**src/rtl/acf_pkg.sv**
```systemverilog
package acf_pkg;
  localparam int ID_W   = 29;
  localparam int STD_W  = 11;
  localparam int DLC_W  = 4;
  localparam int DATA_W = 64;

  typedef struct packed {
    logic              msgval;
    logic              umask;
    logic              dir;
    logic              rmten;
    logic              rxie;
    logic              newdat;
    logic              msglst;
    logic              intpnd;
    logic              txrqst;
    logic              xtd;
    logic              mxtd;
    logic [ID_W-1:0]   id;
    logic [ID_W-1:0]   msk;
    logic [DLC_W-1:0]  dlc;
    logic [DATA_W-1:0] data;
  } obj_t;

  localparam int OBJ_W = $bits(obj_t);

  typedef struct packed {
    logic [ID_W-1:0]   id;
    logic              ide;
    logic              rtr;
    logic [DLC_W-1:0]  dlc;
    logic [DATA_W-1:0] data;
  } hdr_t;

  typedef enum logic [1:0] {S_IDLE, S_READ, S_CMP} scan_st_t;
endpackage

```
**src/rtl/acf_eval.sv**
```systemverilog
module acf_eval
  import acf_pkg::*;
(
  input  obj_t obj,
  input  hdr_t hdr,
  output logic hit,
  output obj_t nxt
);
  localparam int EXT_W = ID_W - STD_W;

  logic [ID_W-1:0] care;
  logic [ID_W-1:0] diff;
  logic [ID_W-1:0] store_id;
  logic id_ok, ide_ok, dir_ok, rmt_blocked;

  // filter decision
  always_comb begin
    care = obj.umask ? obj.msk : '1;
    if (!hdr.ide) care[EXT_W-1:0] = '0;
    diff        = (hdr.id ^ obj.id) & care;
    id_ok       = (diff == '0);
    ide_ok      = (obj.umask && !obj.mxtd) || (hdr.ide == obj.xtd);
    dir_ok      = (obj.dir == hdr.rtr);
    rmt_blocked = hdr.rtr && !obj.rmten && !obj.umask;
    hit         = obj.msgval && id_ok && ide_ok && dir_ok && !rmt_blocked;
  end

  // object update for the three hit kinds
  always_comb begin
    store_id = hdr.ide ? hdr.id : {hdr.id[ID_W-1 -: STD_W], {EXT_W{1'b0}}};
    nxt = obj;
    if (!hdr.rtr) begin
      nxt.id     = store_id;
      nxt.xtd    = hdr.ide;
      nxt.dlc    = hdr.dlc;
      nxt.data   = hdr.data;
      nxt.msglst = obj.msglst | obj.newdat;
      nxt.newdat = 1'b1;
      nxt.txrqst = 1'b0;
      nxt.intpnd = obj.intpnd | obj.rxie;
    end else if (obj.rmten) begin
      nxt.txrqst = 1'b1;
    end else begin
      nxt.id     = store_id;
      nxt.xtd    = hdr.ide;
      nxt.dlc    = hdr.dlc;
      nxt.newdat = 1'b1;
      nxt.txrqst = 1'b0;
    end
  end
endmodule

```
**src/rtl/acf_scan_ctrl.sv**
```systemverilog
module acf_scan_ctrl
  import acf_pkg::*;
#(
  parameter int NUM_OBJ = 32,
  parameter int AW      = 5
) (
  input  logic          clk,
  input  logic          rst_n,
  input  logic          start,
  input  logic          hit,
  output logic          idle,
  output logic          rd_en,
  output logic          wr_en,
  output logic          decide,
  output logic [AW-1:0] idx
);
  localparam logic [AW-1:0] LAST = AW'(NUM_OBJ - 1);

  scan_st_t st;
  logic     at_last;

  assign at_last = (idx == LAST);

  always_ff @(posedge clk or negedge rst_n) begin
    if (!rst_n) begin
      st  <= S_IDLE;
      idx <= '0;
    end else begin
      case (st)
        S_IDLE: if (start) begin
          st  <= S_READ;
          idx <= '0;
        end
        S_READ: st <= S_CMP;
        S_CMP: if (hit || at_last) begin
          st <= S_IDLE;
        end else begin
          idx <= idx + 1'b1;
          st  <= S_READ;
        end
        default: st <= S_IDLE;
      endcase
    end
  end

  assign idle   = (st == S_IDLE);
  assign rd_en  = (st == S_READ);
  assign wr_en  = (st == S_CMP) && hit;
  assign decide = (st == S_CMP) && (hit || at_last);
endmodule

```
**src/rtl/acf_filter.sv**
```systemverilog
module acf_filter
  import acf_pkg::*;
#(
  parameter  int NUM_OBJ = 32,
  localparam int AW      = (NUM_OBJ > 1) ? $clog2(NUM_OBJ) : 1
) (
  input  logic                clk,
  input  logic                rst_n,
  input  logic                hdr_valid,
  output logic                hdr_ready,
  input  logic [ID_W-1:0]     hdr_id,
  input  logic                hdr_ide,
  input  logic                hdr_rtr,
  input  logic [DLC_W-1:0]    hdr_dlc,
  input  logic [DATA_W-1:0]   hdr_data,
  output logic                ram_rd_en,
  output logic                ram_wr_en,
  output logic [AW-1:0]       ram_addr,
  output logic [OBJ_W-1:0]    ram_wdata,
  input  logic [OBJ_W-1:0]    ram_rdata,
  output logic                res_valid,
  output logic                res_hit,
  output logic [AW-1:0]       res_obj,
  output logic                res_newdat,
  output logic                res_msglst,
  output logic                res_intpnd,
  output logic                res_txrqst
);
  hdr_t hdr_q;
  obj_t obj_rd, obj_nxt;
  logic hit, idle, start, decide;

  assign obj_rd    = obj_t'(ram_rdata);
  assign start     = hdr_valid && idle;
  assign hdr_ready = idle;

  always_ff @(posedge clk or negedge rst_n) begin
    if (!rst_n) hdr_q <= '0;
    else if (start) hdr_q <= '{id: hdr_id, ide: hdr_ide, rtr: hdr_rtr,
                               dlc: hdr_dlc, data: hdr_data};
  end

  acf_scan_ctrl #(.NUM_OBJ(NUM_OBJ), .AW(AW)) u_ctrl (
    .clk(clk), .rst_n(rst_n), .start(start), .hit(hit),
    .idle(idle), .rd_en(ram_rd_en), .wr_en(ram_wr_en),
    .decide(decide), .idx(ram_addr)
  );

  acf_eval u_eval (.obj(obj_rd), .hdr(hdr_q), .hit(hit), .nxt(obj_nxt));

  assign ram_wdata = obj_nxt;

  always_ff @(posedge clk or negedge rst_n) begin
    if (!rst_n) begin
      res_valid  <= 1'b0;
      res_hit    <= 1'b0;
      res_obj    <= '0;
      res_newdat <= 1'b0;
      res_msglst <= 1'b0;
      res_intpnd <= 1'b0;
      res_txrqst <= 1'b0;
    end else begin
      res_valid <= decide;
      if (decide) begin
        res_hit    <= ram_wr_en;
        res_obj    <= ram_wr_en ? ram_addr : '0;
        res_newdat <= ram_wr_en && obj_nxt.newdat;
        res_msglst <= ram_wr_en && obj_nxt.msglst;
        res_intpnd <= ram_wr_en && obj_nxt.intpnd;
        res_txrqst <= ram_wr_en && obj_nxt.txrqst;
      end
    end
  end
endmodule

```
**config.mk**
```make
export PLATFORM = sky130hd
export DESIGN_NAME = acf_filter
export DESIGN_NICKNAME = d
export VERILOG_FILES = /design/src/rtl/acf_pkg.sv /design/src/rtl/acf_eval.sv /design/src/rtl/acf_scan_ctrl.sv /design/src/rtl/acf_filter.sv
export SDC_FILE = /design/constraint.sdc
export NUM_CORES = 1
export LEC_CHECK = 0
export ABC_AREA = 1
export CAP_MARGIN = 30
export CORE_AREA = 3 3 155 157
export CTS_BUF_LIST = sky130_fd_sc_hd__clkbuf_16
export CTS_CLUSTER_SIZE = 28
export DETAILED_ROUTE_END_ITERATION = 10
export DIE_AREA = 0 0 158 160
export HOLD_SLACK_MARGIN = 0.15
export PLACE_DENSITY_LB_ADDON = 0.25
export SLEW_MARGIN = 10
export SYNTH_ARGS = -nofsm -noshare
export SYNTH_HDL_FRONTEND = slang
export SYNTH_HIERARCHICAL = 1
export SYNTH_SLANG_ARGS = --single-unit
```
**constraint.sdc**
```tcl
create_clock -name clk -period 1.7 [get_ports clk]
set_input_delay 0.34 -clock clk [delete_from_list [all_inputs] [get_ports clk]]
set_output_delay 0.34 -clock clk [all_outputs]
set_load 0.02 [all_outputs]
```
* Word-level counts from Yosys, hierarchy flattened
Cells that the tools add are included.
** Storage, ports and cells
- Bits in registers :: 117
- Bits in latches :: 0
- RAM bits :: 0
- ROM bits :: 0
- Output and inout bits :: 156
- Word-level logic and storage cells :: 71
- Memories kept :: 0
** Operators by class
- $add $sub $neg :: 1
- Multiply operators :: 0
- Divide/modulo/power cells :: 0
- $lt $le $gt $ge :: 0
- Eq/ne operators :: 7
- Shift operators :: 0
- Muxes and demuxes :: 21
- Bitwise logic cells :: 4
- Reduce and logical (&&, ||, !) cells :: 24
** Operators with widths (number)
- 29-bit 2-to-1 mux :: 3
- 64-bit 2-to-1 mux :: 1
- 18-bit 2-to-1 mux :: 2
- 29-bit AND :: 1
- 29-bit logical NOT :: 1
- 29-bit XOR :: 1
- 5-bit 2-to-1 mux :: 3
- 1-bit logical AND :: 14
- 5-bit one-hot mux with 2 select lines :: 1
- 4-bit 2-to-1 mux :: 2
- 2-bit 2-to-1 mux :: 3
- 2-bit one-hot mux with 3 select lines :: 1
- 5-bit by 1-bit adder with 5-bit output (second input constant) :: 1
- 5-bit == test (second input constant) :: 1
- 1-bit 2-to-1 mux :: 5
- 1-bit logical NOT :: 4
- 3-bit AND reduction :: 1
- 1-bit == test :: 2
- 2-bit by 1-bit == test with 1-bit output (second input constant) :: 1
- 2-bit == test (second input constant) :: 1
- 2-bit logical NOT :: 1
- 1-bit logical OR :: 2
- 2-bit by 1-bit != test with 1-bit output (second input constant) :: 1
- 2-bit != test (second input constant) :: 1
- 2 further kinds :: 3

* Logic depth before layout (Yosys ltp)
- Depth after elaboration :: 11
- Depth in mapped cells :: 18
- Gate-level depth less buffers :: 17

* Modules after synthesis
Netlist, hierarchy kept.
** By module, submodules not included
- acf_filter :: times used 1, cells an instance 474, area each 4347.9 sq um, seq. area each 2752.6 sq um
- acf_eval :: times used 1, cells an instance 454, area each 2464.9 sq um, seq. area each 0.0 sq um
- acf_scan_ctrl :: times used 1, cells an instance 50, area each 394.1 sq um, seq. area each 175.2 sq um

* Least setup slack after synthesis
OpenSTA, ideal clock, no wires.
- Path type :: register -> register
- Start :: reg hdr_q[69] in the netlist's numbering
- End :: reg res_intpnd
- Library setup time :: 0.066 ns
- Arrival time :: 1.963 ns
- Data required time :: 1.634 ns
- Setup slack :: -0.329 ns
- Cell stages (with the launch flop) :: 15
- Buffers on the path :: 3
- Period minus slack after synthesis :: 2.029 ns
- Path through :: dfrtp_1 clkbuf_2 buf_4 nand2_1 nor2_1 nor2_1 nand2_1 nor2_1 nand2_1 nor2_1 inv_1 nor2_1 clkbuf_1 nand3_1 nand2_1
** On the way
- Longest elaborated chain between the ends :: 9
- Elaborated cells between the ends (all ways) :: 13
- Those cells by class :: 1 x eq/ne; 1 x mux; 1 x bitwise; 10 x reduce/logical
** RTL lines
- start: declaration :: RTL line acf_filter.sv:29 : hdr_t hdr_q;
- start signal: assignment :: RTL line acf_filter.sv:39 : else if (start) hdr_q <= '{id: hdr_id, ide: hdr_ide, rtr: hdr_rtr,
- 18-bit 2-to-1 mux :: RTL line acf_eval.sv:19 : if (!hdr.ide) care[EXT_W-1:0] = '0;
- 29-bit AND :: RTL line acf_eval.sv:20 : diff = (hdr.id ^ obj.id) & care;
- 29-bit logical NOT :: RTL line acf_eval.sv:21 : id_ok = (diff == '0);
- 1-bit logical AND :: RTL line acf_eval.sv:25 : hit = obj.msgval && id_ok && ide_ok && dir_ok && !rmt_blocked;
- 1-bit logical AND (*) (3 in a row) :: RTL line acf_eval.sv:25
- net hit :: RTL line acf_filter.sv:31 : logic hit, idle, start, decide;
- 1-bit logical AND (*) :: RTL line acf_scan_ctrl.sv:48 : assign wr_en = (st == S_CMP) && hit;
- net ram_wr_en :: RTL line acf_filter.sv:17 : output logic ram_wr_en,
- 1-bit logical AND (*) :: RTL line acf_filter.sv:69 : res_intpnd <= ram_wr_en && obj_nxt.intpnd;
- end signal: assignment :: RTL line acf_filter.sv:69
- end: declaration :: RTL line acf_filter.sv:26 : output logic res_intpnd,
The timed path passes the listed nets; every way through them passes the cells marked *.
A chain may end at the register's enable or synchronous reset.

* Worst setup path in the final report
- Start :: reg hdr_q[68] in the netlist's numbering
- End :: out ram_wdata[9]
** On the way
- Longest elaborated chain between the ends :: 1
** RTL lines
- 64-bit 2-to-1 mux :: RTL line acf_eval.sv:32 : if (!hdr.rtr) begin
- end: declaration :: RTL line acf_filter.sv:19 : output logic [OBJ_W-1:0] ram_wdata,
Every way passes these cells.

==> flow_summary.ini <==
[synthesis]
ys_seq_area_frac = 0.4063
synth_area_mm2 = 0.007207
synthCells = 978
synth_top_area_frac = 0.4063
synth.area.top_cells = dfrtp_1 41%, nand2_1 21%, mux2_2 10%, nand3_1 8.0%, buf_4 5.2%
yosysWarnings = 6
avgSynthCellArea_um2 = 7.369
ys_seq_elements = 117
synth.distinct_cells = 30
yosys.area.top_type = dfrtp_1
synth_fp_nets = 1219
synth-main-ff-cell = dfrtp_1
synth_fa_ha_area_frac = 0.003472
synth_compound_area_frac = 0.02882
synthSimpleGateAreaFrac = 0.3302
synthArstFlopShare = 1.000
synth_top_family_by_area = simple AND/OR/NAND/NOR gates
synth-xor-area-share = 0.001215
synth-edff-count = 0
muxShareOfSynthArea = 0.1000

[setup_path]
setup.worst_path.start = hdr_q[68]
crit_type = reg -> out
cp.required_ns = 1.36
start_kind = register
r2r_start = hdr_q[98]
worstPathCellList = buf_6 > buf_12 > buf_8 > buf_6 > buf_6 > mux2_4 > buf_6
cpPeakStageDelay_ns = 0.48
critPathCaptureType = primary output
critPathMostFrequentCell = buf_6
cpMaxStageDelayCell = dfrtp_2
arrival_ns = 1.94
cp_max_fo = 6

[outcome]
status = finished with violations
violations = negative setup slack

[placement]
pre_cts_ws_ns = -1.166
dpl.hpwl_um = 22020
placed_cells = 1668
dpl_cell_area_mm2 = 0.01174
port_buffers = 393
gp_congestion = 0.8722

[power]
ir_drop_mv = 1.338
p_total_mw = 23.33
leakage_nw = 7.053
p_per_area_mw_per_mm2 = 1691

[route]
vias = 8166
via_per_inst = 4.664
drtAntennaViolNets = 0
routed_wirelength_um = 31060
drtIter0Drc = 435
post-route-drc-count = 0
wl_per_cell_um = 17.74
detail_route.first_pass.iterations = 5

[timing]
hold_slack_ns = 0.3307
tightest_slew_ns = 0.4457
fin_skew_ns = 0.009511
min_period_ns = 2.281
setup_viol = 119
relSlewSlack = 0.7028
hold_viol = 0
final.setup.worst_slack_ns = -0.5813
min_period_over_period = 1.342
rsz0062_at_grt = true
setup_tns_ns = -49.04
max_freq_mhz = 438.3
slew_violations = 0

[clocking]
cts_root_buf = clkbuf_16
clkLatencyLatePin_ns = 0.41
clk_pin_slew_worst_paths_ns = 0.06
clockBufferDepth = 2
cts_sinks = 117
numCtsBuffers = 17
cts_tree = done
htree_levels = 4

[floorplan]
die_area_mm2 = 0.02528
core_area_mm2 = 0.02264
rows = 55
ios = 395
die_w_um = 158
die_y_um = 160
initial_core_util = 0.3183

[cells_and_area]
nets = 1694
stdcell_count = 1751
fillers = 1925
utilization = 0.6095
area_growth_pct = 91.46
antennaDiodeCount = 0
drive_gt1_frac = 0.2995
fin_area_mm2 = 0.01380

[min_path]
min_path_type = in -> reg
hp-start = hdr_valid

[global_route]
grt_use_total = 0.2244
grt_pass1_vias = 8136
antenna_found_initial = 0
grt_pass1_wl_um = 44380
grt-ovfl-total = 0
grt_start_max_net_pins = 52

[flow_run]
cap_viol_max_count = 0
## sequential cells by signal, indices dropped and copies added, names as in the netlist
register    cells
res_valid       1
hdr_q          99
res_intpnd      1
res_obj         5
res_hit         1
u_ctrl/idx      5
u_ctrl/st       2
res_msglst      1
res_newdat      1
res_txrqst      1
## cells by family (layout without fill, tap and decap cells)
kind of cell | count (synthesis) | in the layout
multiplexers | 64 | 64
buffers and inverters | 175 | 663
AO/OA/AOI/OAI | 35 | 35
AND/OR/NAND/NOR | 584 | 584
flip-flops | 117 | 117
XOR/XNOR | 1 | 1
adder cells (fa/ha/maj) | 2 | 2
## where the power goes
group / internal, mW / total (mW) / switching (mW)
clock: 2.05 / 3.53 / 1.48
sequential: 3.98 / 4.88 / 0.901
combinational: 7.65 / 14.9 / 7.27
total: 13.7 / 23.3 / 9.65
## repair_timing
| item | 4_1_cts | 5_1_grt |
|---|---|---|
| hold buffers | 1 | 0 |
| gates resized for setup | 557 | 326 |
| buffers inserted | 9 | 34 |
| setup endpoints to repair | 172 | 154 |
| gates cloned | 3 | 9 |
| pin swaps | 1 | 11 |
| hold endpoints to repair | 24 | 0 |
## routing by layer
metal  GRT usage  vias up  part of all wire
met2      0.4081      332              0.53
met1      0.2629     3810              0.38
met3     0.05203       40             0.067
met4     0.05905        0             0.024
met5           0        -                 0
li1            -     3984                 -
## placed cells by master (no fill, tap or decap), types with 39 or more instances in the layout
| cell | count |
|---|---|
| mux2_2 | 39 |
| dlygate4sd2_1 | 50 |
| inv_1 | 80 |
| nand2_1 | 365 |
| buf_6 | 122 |
| nand3_1 | 110 |
| buf_4 | 93 |
| clkdlybuf4s50_1 | 232 |
| nor2_1 | 57 |
| dfrtp_1 | 115 |
## cell usage after synthesis, types with 4 or more instances
library cell and number:
nor2_1 60, inv_1 84, o22ai_1 17, nand3_1 115
buf_4 50, dfrtp_1 117, mux2_2 64, o21ai_0 8
nand2_1 399, buf_2 25, clkbuf_1 4, buf_6 8
o21ai_1 4
## worst max-delay path: cells and delay by family, from the launching register on
kind                   cells  cell delay [ns]
flip-flops                 1             0.48
buffers and inverters      6             0.76
multiplexers               1             0.30
## final cells by class
| cell class | instances | area [um2] | area share |
|---|---|---|---|
| flip-flops and latches | 117 | 2930 | 0.2124 |
| clock inverters | 15 | 146.4 | 0.01061 |
| inverters | 87 | 346.6 | 0.02512 |
| well taps | 285 | 356.6 | 0.02584 |
| multi-input cells | 686 | 3978 | 0.2883 |
| clock buffers | 17 | 425.4 | 0.03083 |
| repair buffers | 543 | 5607 | 0.4063 |
| repair inverters | 1 | 8.758 | 0.0006347 |
## path summary, 6_finish.rpt
path                                       to  slack [ns]  cells after the start
worst min-delay path                hdr_q[79]        0.33                      3
min in group asynchronous           hdr_q[89]        0.41                      2
worst max register to register  u_ctrl/idx[0]       -0.28                     16
worst max-delay path             ram_wdata[9]       -0.58                      7
max in group asynchronous           hdr_q[24]        0.65                      3
worst min register to register        res_hit        0.46                      2
Power figures use the tool's default switching activity.
